$ cat src/rtl/audio_sync_gen.sv
module audio_sync_gen #(
  parameter int DIV_W      = 12,
  parameter int PER_W      = 8,
  parameter int SLEN_EXT_W = 2
) (
  input  logic                  clk,
  input  logic                  rst,
  input  logic                  div_wr,
  input  logic [DIV_W-1:0]      div_wr_val,
  input  logic                  tx_active,
  input  logic                  rx_active,
  output logic                  div_reject,
  input  logic [1:0]            fmt,
  input  logic                  bclk_local,
  input  logic                  fsync_local,
  input  logic [PER_W-1:0]      period,
  input  logic                  auto_period,
  input  logic [PER_W+1:0]      frame_bits,
  input  logic [3:0]            slen_lo,
  input  logic [SLEN_EXT_W-1:0] slen_ext,
  input  logic                  ext_bclk,
  input  logic                  ext_fsync,
  output logic                  bclk_o,
  output logic                  bclk_oe,
  output logic                  fsync_o,
  output logic                  fsync_oe,
  output logic                  frame_start
);
  localparam logic [1:0] FMT_I2S  = 2'd1;
  localparam logic [1:0] FMT_DSPA = 2'd2;
  localparam int CNT_W  = PER_W + 2;
  localparam int SLEN_W = SLEN_EXT_W + 4;

  logic [DIV_W-1:0]  div_q, hcnt;
  logic              bclk_q;
  logic [2:0]        bsync, fsync_s;
  logic [CNT_W-1:0]  fcnt, fnext, flen_m1;
  logic [PER_W:0]    half_bits;
  logic [PER_W-1:0]  per_eff;
  logic [SLEN_W-1:0] slen;
  logic              run, sync_act, sync_prev;
  logic              clash, half_done, bit_rise, neg, ext_edge;

  // shared divider
  assign clash = tx_active & rx_active & (div_q != '0) & (div_wr_val != div_q);

  always_ff @(posedge clk) begin
    if (rst) begin
      div_q      <= '0;
      div_reject <= 1'b0;
    end else begin
      div_reject <= div_wr & clash;
      if (div_wr & ~clash) div_q <= div_wr_val;
    end
  end

  // bit clock
  assign half_done = (div_q != '0) && (hcnt >= div_q - 1'b1);

  always_ff @(posedge clk) begin
    if (rst || div_q == '0) begin
      hcnt   <= '0;
      bclk_q <= 1'b0;
    end else if (half_done) begin
      hcnt   <= '0;
      bclk_q <= ~bclk_q;
    end else begin
      hcnt   <= hcnt + 1'b1;
    end
  end

  always_ff @(posedge clk) begin
    if (rst) begin
      bsync   <= '0;
      fsync_s <= '0;
    end else begin
      bsync   <= {bsync[1:0], ext_bclk};
      fsync_s <= {fsync_s[1:0], ext_fsync};
    end
  end

  assign bit_rise = bclk_local ? (half_done & ~bclk_q) : (bsync[1] & ~bsync[2]);

  // frame counter
  assign half_bits = frame_bits[PER_W+1:1];
  assign per_eff   = auto_period ? PER_W'(half_bits - 1'b1) : period;
  assign flen_m1   = {1'b0, per_eff, 1'b1};
  assign fnext     = (!run || fcnt >= flen_m1) ? '0 : fcnt + 1'b1;
  assign slen      = {slen_ext, slen_lo};

  always_ff @(posedge clk) begin
    if (rst || !fsync_local) begin
      fcnt     <= '0;
      run      <= 1'b0;
      sync_act <= 1'b0;
    end else if (bit_rise) begin
      fcnt     <= fnext;
      run      <= 1'b1;
      sync_act <= (fmt == FMT_DSPA) ? (fnext == '0) : (32'(fnext) <= 32'(slen));
    end
  end

  always_ff @(posedge clk) sync_prev <= rst ? 1'b0 : sync_act;

  // outputs
  assign neg      = (fmt == FMT_I2S);
  assign ext_edge = neg ? (~fsync_s[1] & fsync_s[2]) : (fsync_s[1] & ~fsync_s[2]);

  assign bclk_oe     = bclk_local;
  assign bclk_o      = bclk_local & bclk_q;
  assign fsync_oe    = fsync_local;
  assign fsync_o     = fsync_local & (sync_act ^ neg);
  assign frame_start = fsync_local ? (sync_act & ~sync_prev) : ext_edge;
endmodule

$ cat config.mk
export PLATFORM = sky130hd
export DESIGN_NAME = audio_sync_gen
export DESIGN_NICKNAME = d
export VERILOG_FILES = /design/src/rtl/audio_sync_gen.sv
export SDC_FILE = /design/constraint.sdc
export NUM_CORES = 1
export LEC_CHECK = 0
export BUFFER_PORTS_ARGS = -buffer_cell sky130_fd_sc_hd__buf_2
export CAP_MARGIN = 15
export CELL_PAD_IN_SITES_DETAIL_PLACEMENT = 1
export CELL_PAD_IN_SITES_GLOBAL_PLACEMENT = 2
export CORE_UTILIZATION = 33
export CTS_CLUSTER_DIAMETER = 60
export DETAILED_ROUTE_END_ITERATION = 7
export PLACE_DENSITY_LB_ADDON = 0.08
export SLEW_MARGIN = 10
export SYNTH_ARGS = -nofsm -noshare
export SYNTH_HDL_FRONTEND = slang
export SYNTH_SLANG_ARGS = --single-unit
$ cat constraint.sdc
create_clock -name clk -period 5 [get_ports clk]
set_input_delay 0.5 -clock clk [delete_from_list [all_inputs] [get_ports clk]]
set_output_delay 0.5 -clock clk [all_outputs]
set_load 0.01 [all_outputs]
# After elaboration in Yosys (flattened, before gate mapping)
# Cells that the tools add are included.
# op_classes
n_addsub	4
mul	0
div_mod_pow	0
order_cmp	3
n_eq_ne	3
n_shift	0
muxes	6
bitwise_logic	19
n_reduce_logical	10
# ops
op	n
$add A12 B1 Y12 const B	1
$and A1 B1 Y1	12
$ge A12 B12 Y1	1
$logic_not A12 Y1	1
$ne A12 B12 Y1	1
$reduce_bool A12 Y1	1
$sub A12 B1 Y12 const B	1
$add A10 B1 Y10 const B	1
$ge A10 B9 Y1	1
$le A10 B6 Y1	1
$logic_not A10 Y1	1
$mux W10	1
$mux W8	1
$sub A8 B1 Y8 const B	1
$not A1 Y1	6
$mux W1	4
$logic_or A1 B1 Y1	3
$eq A2 B1 Y1 const B	1
$eq A2 B2 Y1 const B	1
$logic_not A1 Y1	2
$reduce_or A2 Y1	1
$logic_and A1 B1 Y1	1
$xor A1 B1 Y1	1
# word_totals
ff_bits	45
latchBits	0
ram_bits	0
mem_bits_ro	0
out_inout_bits	6
wordCells	55
n_memories	0

# Longest topological paths before layout
# Gate-level depths: netlist of the first run.
# logic_depth
depth_word	7
mapped_depth	19
mapped_depth_nobuf	18

# Worst setup path after synthesis of the first run
# Ideal clock, no wire load.
# synth_timing
path_kind	input -> register
from	input port frame_bits[2]
to	register sync_act
setup_time_ns	0.092
arrival_ns	3.588
required_time_ns	4.908
setup_slack_ns	1.319
path_stages	17
n_path_buf	1
path_cell_list	nor3_1 nand2_1 or3_1 nand3_1 o21ai_0 ha_1 nand3_1 nor3_1 a211o_1 clkbuf_1 nor2_1 ha_1 a21o_1 a21o_1 a221oi_1 o21ai_0 o32ai_1
# synth_via
elab_chain_len	7
# synth_rtl
element	line	source
start: declaration	18	input logic [PER_W+1:0] frame_bits,
$sub A8 B1 Y8 (*)	86	assign per_eff = auto_period ? PER_W'(half_bits - 1'b1) : period;
$mux W8 (*)	86	
$ge A10 B9 Y1 (*)	88	assign fnext = (!run || fcnt >= flen_m1) ? '0 : fcnt + 1'b1;
$logic_or A1 B1 Y1 (*)	88	
$mux W10 (*)	88	
named net fnext[3]	37	logic [CNT_W-1:0] fcnt, fnext, flen_m1;
$le A10 B6 Y1 / $logic_not A10 Y1 (equally long branches)	99	sync_act <= (fmt == FMT_DSPA) ? (fnext == '0) : (32'(fnext) <= 32'(slen));
$mux W1 (*)	99	
end signal: assignment	99	
end: declaration	41	logic run, sync_act, sync_prev;
# The timed path passes the listed nets; every way through them passes the cells marked *.
# A chain may end at the register's enable or synchronous reset.

# Worst setup path in the final report of the first run
# Ends and elaborated chain as after synthesis.

==> results of run 1 <==
power by group:
part           switching, mW  internal (mW)  total [mW]  leakage (nW)
Clock                  0.132          0.199       0.331        0.0681
Combinational         0.0894         0.0776       0.167          1.19
Sequential            0.0174          0.370       0.388         0.366
Total                  0.239          0.647       0.885          1.63
routing by layer:
metal,global-route usage,part of all wire,up-vias,wire (um)
li1,-,-,1456,-
met1,0.184,0.43,1347,3400
met2,0.313,0.54,27,4270
met3,0.0298,0.022,6,171
met4,0.0468,0.011,0,84
met5,0,0,-,0
stage by stage:
step	utilization	instance area, um2	setup slack (ns)	total power, mW
CTS	0.394	3680	1.06	0.902
global route	0.394	3680	0.746	0.938
global placement	0.380	3540	0.760	0.562
detailed placement	0.380	3540	0.757	0.568
finish	0.394	3680	1.07	0.885
floorplan	-	3210	1.32	0.514
cells in the final DEF (no fill, tap or decap), drive strengths merged, types with 3 or more instances in the layout:
| cell type | netlist | routed |
|---|---|---|
| clkbuf | 14 | 5 |
| nor3 | 10 | 10 |
| a31o | 3 | 3 |
| o21ai | 14 | 14 |
| nor2 | 47 | 47 |
| a21o | 3 | 3 |
| mux2i | 15 | 15 |
| a32o | 5 | 5 |
| nor2b | 10 | 10 |
| o31ai | 6 | 6 |
| and3 | 5 | 5 |
| o311ai | 4 | 4 |
| nand3 | 14 | 14 |
| nor4 | 9 | 9 |
| or3 | 3 | 3 |
| buf | 6 | 53 |
| inv | 18 | 18 |
| xnor2 | 14 | 14 |
| xor2 | 26 | 26 |
| dfxtp | 45 | 45 |
| ha | 30 | 30 |
| nor3b | 3 | 3 |
| and2 | 3 | 3 |
| o32ai | 4 | 4 |
| nand2 | 35 | 35 |
| a21oi | 15 | 15 |
final timing paths:
| kind | start | end | slack, ns | cells past startpoint |
|---|---|---|---|---|
| hold / removal | ext_fsync | fsync_s[0] | 0.40 | 2 |
| hold reg to reg | bsync[0] | bsync[1] | 0.45 | 1 |
| setup reg to reg | div_q[2] | fcnt[7] | 1.54 | 11 |
| setup / recovery | frame_bits[2] | sync_act | 1.07 | 17 |
sequential cells by signal (all words and copies together), names as in the netlist:
| signal | count |
|---|---|
| hcnt | 12 |
| bsync | 3 |
| fcnt | 10 |
| bclk_q | 1 |
| run | 1 |
| div_reject | 1 |
| div_q | 12 |
| sync_act | 1 |
| fsync_s | 3 |
| sync_prev | 1 |
cell families (layout without fill, tap and decap cells):
group                    after synthesis  in the layout
multiplexers                          15             15
AO/OA/AOI/OAI                         71             71
flip-flops                            45             45
buffers and inverters                 38             79
XOR/XNOR                              40             40
AND/OR/NAND/NOR                      149            149
other                                  0              1
adder cells (fa/ha/maj)               30             30
worst register-to-register path, cell delays in order (launching register included):
cell and delay [ns]:
dfxtp_1 0.42, nor2_1 0.17, nand3_1 0.11, nor4_1 0.48
nand2_1 0.13, xor2_1 0.17, ha_1 0.32, nand2_1 0.06
o21ai_0 0.20, nor3b_2 0.79, o31a_1 0.38, a32o_1 0.17
layout make-up:
class	count	area [um2]	share of cell area
clock buffers	5	68.8	0.0187
repair buffers	53	270	0.0735
diodes	1	2.50	0.000680
clock inverters	3	65.1	0.0177
multi-input cells	305	2140	0.582
flip-flops and latches	45	901	0.245
well taps	129	161	0.0439
inverters	18	67.6	0.0184
==> impl_metrics.yaml, run 1 <==
timing:
  tightestPinTransition_ns: 0.918
  max_freq_mhz: 255
  rsz0062_at_grt: "no"
  layout_min_cycle_time_ns: 3.93
  holdWs_ns: 0.402
  setup_viol: 0
  finalSetupTns_ns: 0
  drv_slew: 0
  min_period_over_period: 0.785
  hold_viol: 0
  slew_headroom: 0.385
  fin_worst_skew_ns: 0.0184
setup_path:
  cp_slowest_stage_delay_ns: 0.44
  startpoint_type: "input port"
  cp_top_family: "compound AO/OA/AOI/OAI gates"
  cp_max_fo: 13
  critPathCaptureType: "register"
  criticalPathCategory: "input port to register"
  worstPathArrival_ns: 4.12
  cp_num_buf_inv: 1
  crit_required_ns: 5.20
  critical_path.slowest_cell: "a211o_1"
  cp_cell_sequence: "buf_2 -> nor3_1 -> nand2_1 -> or3_1 -> nand3_1 -> o21ai_0 -> ha_1 -> nand3_1 -> nor3_1 -> a211o_1 -> nor2_1 -> ha_1 -> a21o_1 -> a21o_1 -> a221oi_1 -> o21ai_0 -> o32ai_1"
floorplan:
  dieArea_mm2: 0.0101
  fp.dieW_um: 101
  start_util: 0.344
  die_y_um: 101
  io_pins: 54
  fp.coreArea_mm2: 0.00933
  num_rows: 35
yosys:
  synth-compound-area-share: 0.160
  yosysMostFrequentCell: "nor2_1"
  postSynthAreaPerCell_um2: 8.27
  ys_ff_latch: 45
  synth_fp_nets: 466
  yosysTopAreaCell: "dfxtp_1"
  synthXorXnorAreaFrac: 0.109
  ys.warnings.count: 0
  synth-main-ff-cell: "dfxtp_1"
  yosys.area_share.simple: 0.235
  synthArstFlopShare: 0
  synthCells: 388
  yosys.area_share.adder: 0.117
  synthMuxAreaShare: 0.0468
  synth_top_family_by_area: "simple AND/OR/NAND/NOR gates"
  synth.distinct_cells: 55
  ys_top_cells_by_area: "dfxtp_1 28%, ha_1 12%, xor2_1 7.1%, nor2_1 5.5%, mux2i_1 4.7%"
  synth_area_mm2: 0.00321
  netlist_top_cells_count: "47 x nor2_1, 45 x dfxtp_1, 35 x nand2_1, 30 x ha_1, 26 x xor2_1"
  synth_seq_area_share: 0.281
  synth_edf_count: 0
  yosys.area.top_type_share: 0.281
cells_and_area:
  fin_cells: 559
  fillCellCount: 1142
  nets: 506
  area_growth_syn_to_layout_pct: 14.7
  drive_above_1_share: 0.172
clock_network:
  cts.path.max_buffers: 2
  cts-resized-gates: 0
  cts_sinks: 45
  clock_latency_ns: 0.30
  clkSlewWorstSetupHoldPaths_ns: 0.10
  cts_root_buf: "clkbuf_8"
  postCtsSetupBuffers: 0
  cts_hold_buf: 0
  cts-buffers-inserted: 5
  cts_tree: "done"
  h-tree-depth: 2
power:
  leakagePower_nw: 1.63
  p_per_area_mw_per_mm2: 241
  ir_drop_mv: 0.103
hold_path:
  worstHoldPathType: "input port to register"
flow_run:
  maxCapViolations: 0
route:
  vias_per_cell: 5.07
  postRouteAntennaNets: 0
  wl_per_cell_um: 14.2
  vias: 2836
  drt-total-wl_um: 7930
  drc: 0
  drt-initial-drc-count: 70
  drtPass1Iterations: 4
global_route:
  grt_first_pass_wirelength_um: 13100
  globalRouteTotalUtil: 0.164
  antenna_found_initial: 1
  grt_pass1_vias: 2819
  grt_max_degree: 24
  overflow: 0
placed_design:
  routabilityCongestion: 0.736
  io_buffers: 51
  dpl.hpwl_um: 6350
  dpl.cell_count: 550
outcome:
  outcome: "finished clean"
Note: power is estimated with default switching activity, not from simulation.
==> run 2, diff against run 1 <==
--- a/config.mk
+++ b/config.mk
@@ -9,7 +9,7 @@
 export CAP_MARGIN = 15
 export CELL_PAD_IN_SITES_DETAIL_PLACEMENT = 1
 export CELL_PAD_IN_SITES_GLOBAL_PLACEMENT = 2
-export CORE_UTILIZATION = 33
+export CORE_UTILIZATION = 30
 export CTS_CLUSTER_DIAMETER = 60
 export DETAILED_ROUTE_END_ITERATION = 7
 export PLACE_DENSITY_LB_ADDON = 0.08
==> constraint.sdc (replaced) <==
create_clock -name clk -period 3.35 [get_ports clk]
set_input_delay 0.335 -clock clk [delete_from_list [all_inputs] [get_ports clk]]
set_output_delay 0.335 -clock clk [all_outputs]
set_load 0.01 [all_outputs]
==> impl_metrics.yaml, run 2 (same netlist as run 1, synthesis figures left out) <==
outcome:
  outcome: "finished clean"
timing:
  finalSetupTns_ns: 0
  setup_viol: 0
  max_freq_mhz: 321
  tightestPinTransition_ns: 0.650
  fin_ws_ns: 0.234
  layout_min_cycle_time_ns: 3.12
  drv_slew: 0
  min_period_over_period: 0.930
  hold_viol: 0
  slew_headroom: 0.564
  fin_worst_skew_ns: 0.00827
flow_run:
  maxCapViolations: 0
setup_path:
  worstPathArrival_ns: 3.32
  cp_max_fo: 6
  criticalPathCategory: "input port to register"
  startpoint_type: "input port"
  critPathLaunch: "frame_bits[2]"
  r2r_start: "div_q[2]"
  crit_required_ns: 3.55
  critPathCaptureType: "register"
global_route:
  grt_pass1_vias: 3042
  grt_first_pass_wirelength_um: 14300
  globalRouteTotalUtil: 0.159
  grt_max_degree: 24
  overflow: 0
  antenna_found_initial: 0
cells_and_area:
  fin_area_mm2: 0.00385
  top_regs: "div_q (12), hcnt (12), fcnt (10)"
  drive_above_1_share: 0.217
  fillCellCount: 1284
  diodes: 0
  final_common_cell: "buf_2"
  seq_area_um2: 901
  multiInputGateArea_mm2: 0.00218
  nets: 525
  final_cell_mix: "51 x buf_2, 47 x nor2_1, 45 x dfxtp_1"
  area_growth_syn_to_layout_pct: 20.0
  fin_cells: 584
floorplan:
  die_y_um: 105
  fp.dieW_um: 105
  fp.coreArea_mm2: 0.0103
  start_util: 0.311
  dieArea_mm2: 0.0111
  num_rows: 37
  io_pins: 54
power:
  leakagePower_nw: 1.73
  ir_drop_mv: 0.176
  p_per_area_mw_per_mm2: 332
clock_network:
  clock_latency_ns: 0.29
  h-tree-depth: 2
  cts_sinks: 45
  cts_root_buf: "clkbuf_8"
  cts_hold_buf: 0
  cts-buffers-inserted: 5
  clkSlewWorstSetupHoldPaths_ns: 0.09
  cts.path.max_buffers: 2
  cts_tree: "done"
route:
  drc: 0
  wl_per_cell_um: 14.5
  postRouteAntennaNets: 0
  vias_per_cell: 5.06
  drt-initial-drc-count: 41
  vias: 2954
  drtPass1Iterations: 4
  drt-total-wl_um: 8480
hold_path:
  worstHoldPathType: "input port to register"
  min_from: "ext_fsync"
placed_design:
  io_buffers: 51
  placed_area_mm2: 0.00370
  dpl.hpwl_um: 6740
  dpl.cell_count: 576
  place_ws_ns: -0.293
  routabilityCongestion: 0.722
-- run 2: cell types whose count changed in the layout (fill, tap and decap cells not counted), sizes merged --
| cell | delta |
|---|---|
| clkinv | -1 |
| bufinv | -1 |
| diode | -1 |
| clkbuf | +2 |
| buf | +19 |
-- run 2: worst paths after layout --
path	endpoint	slack, ns	depth (start not counted)
setup / recovery	sync_act	0.23	17
hold / removal	fsync_s[0]	0.25	2
setup reg to reg	fcnt[2]	0.40	13
hold reg to reg	fsync_s[1]	0.46	1
-- run 2: through the flow --
stage / total power, mW / utilization / hold WS (ns)
after CTS: 1.31 / 0.370 / 0.242
after floorplan: 0.768 / - / 0.414
final: 1.28 / 0.373 / 0.251
after detailed placement: 0.861 / 0.358 / 0.445
after global placement: 0.854 / 0.358 / 0.423
after global routing: 1.36 / 0.373 / 0.254
-- run 2: routing by layer --
layer | part of all wire | vias to the layer above | global-route usage
met3 | 0.022 | 2 | 0.0241
met1 | 0.44 | 1440 | 0.184
li1 | - | 1487 | -
met4 | 0.0047 | 0 | 0.0322
met2 | 0.54 | 25 | 0.306
met5 | 0 | - | 0
-- run 2: what timing repair did --
item / in CTS / in global routing
setup buffers: 0 / 0
gates resized for setup: 0 / 7
endpoints found under the setup margin: 0 / 1
-- run 2: critical path, stage by stage --
cell      delay (ns)
buf_2           0.12
nor3_4          0.20
nand2_1         0.11
or3_1           0.32
nand3_1         0.09
o21ai_0         0.09
ha_1            0.30
nand3_1         0.13
nor2_1          0.07
a211o_1         0.35
nor2_1          0.14
ha_1            0.25
a21o_1          0.16
a21o_1          0.18
a221oi_2        0.26
o21ai_1         0.11
o32ai_1         0.10
-- run 2: cell type report --
cell class | count | share of cell area
sequential | 45 | 0.234
inverter | 18 | 0.0176
multi-input combinational | 305 | 0.567
clock inverter | 1 | 0.00780
clock buffer | 7 | 0.0224
timing repair buffer | 72 | 0.107
tap | 136 | 0.0442
-- run 2: where the power goes --
group	internal [mW]	switching (mW)	total, mW
logic	0.126	0.142	0.267
registers	0.553	0.0256	0.578
clock network	0.244	0.190	0.434
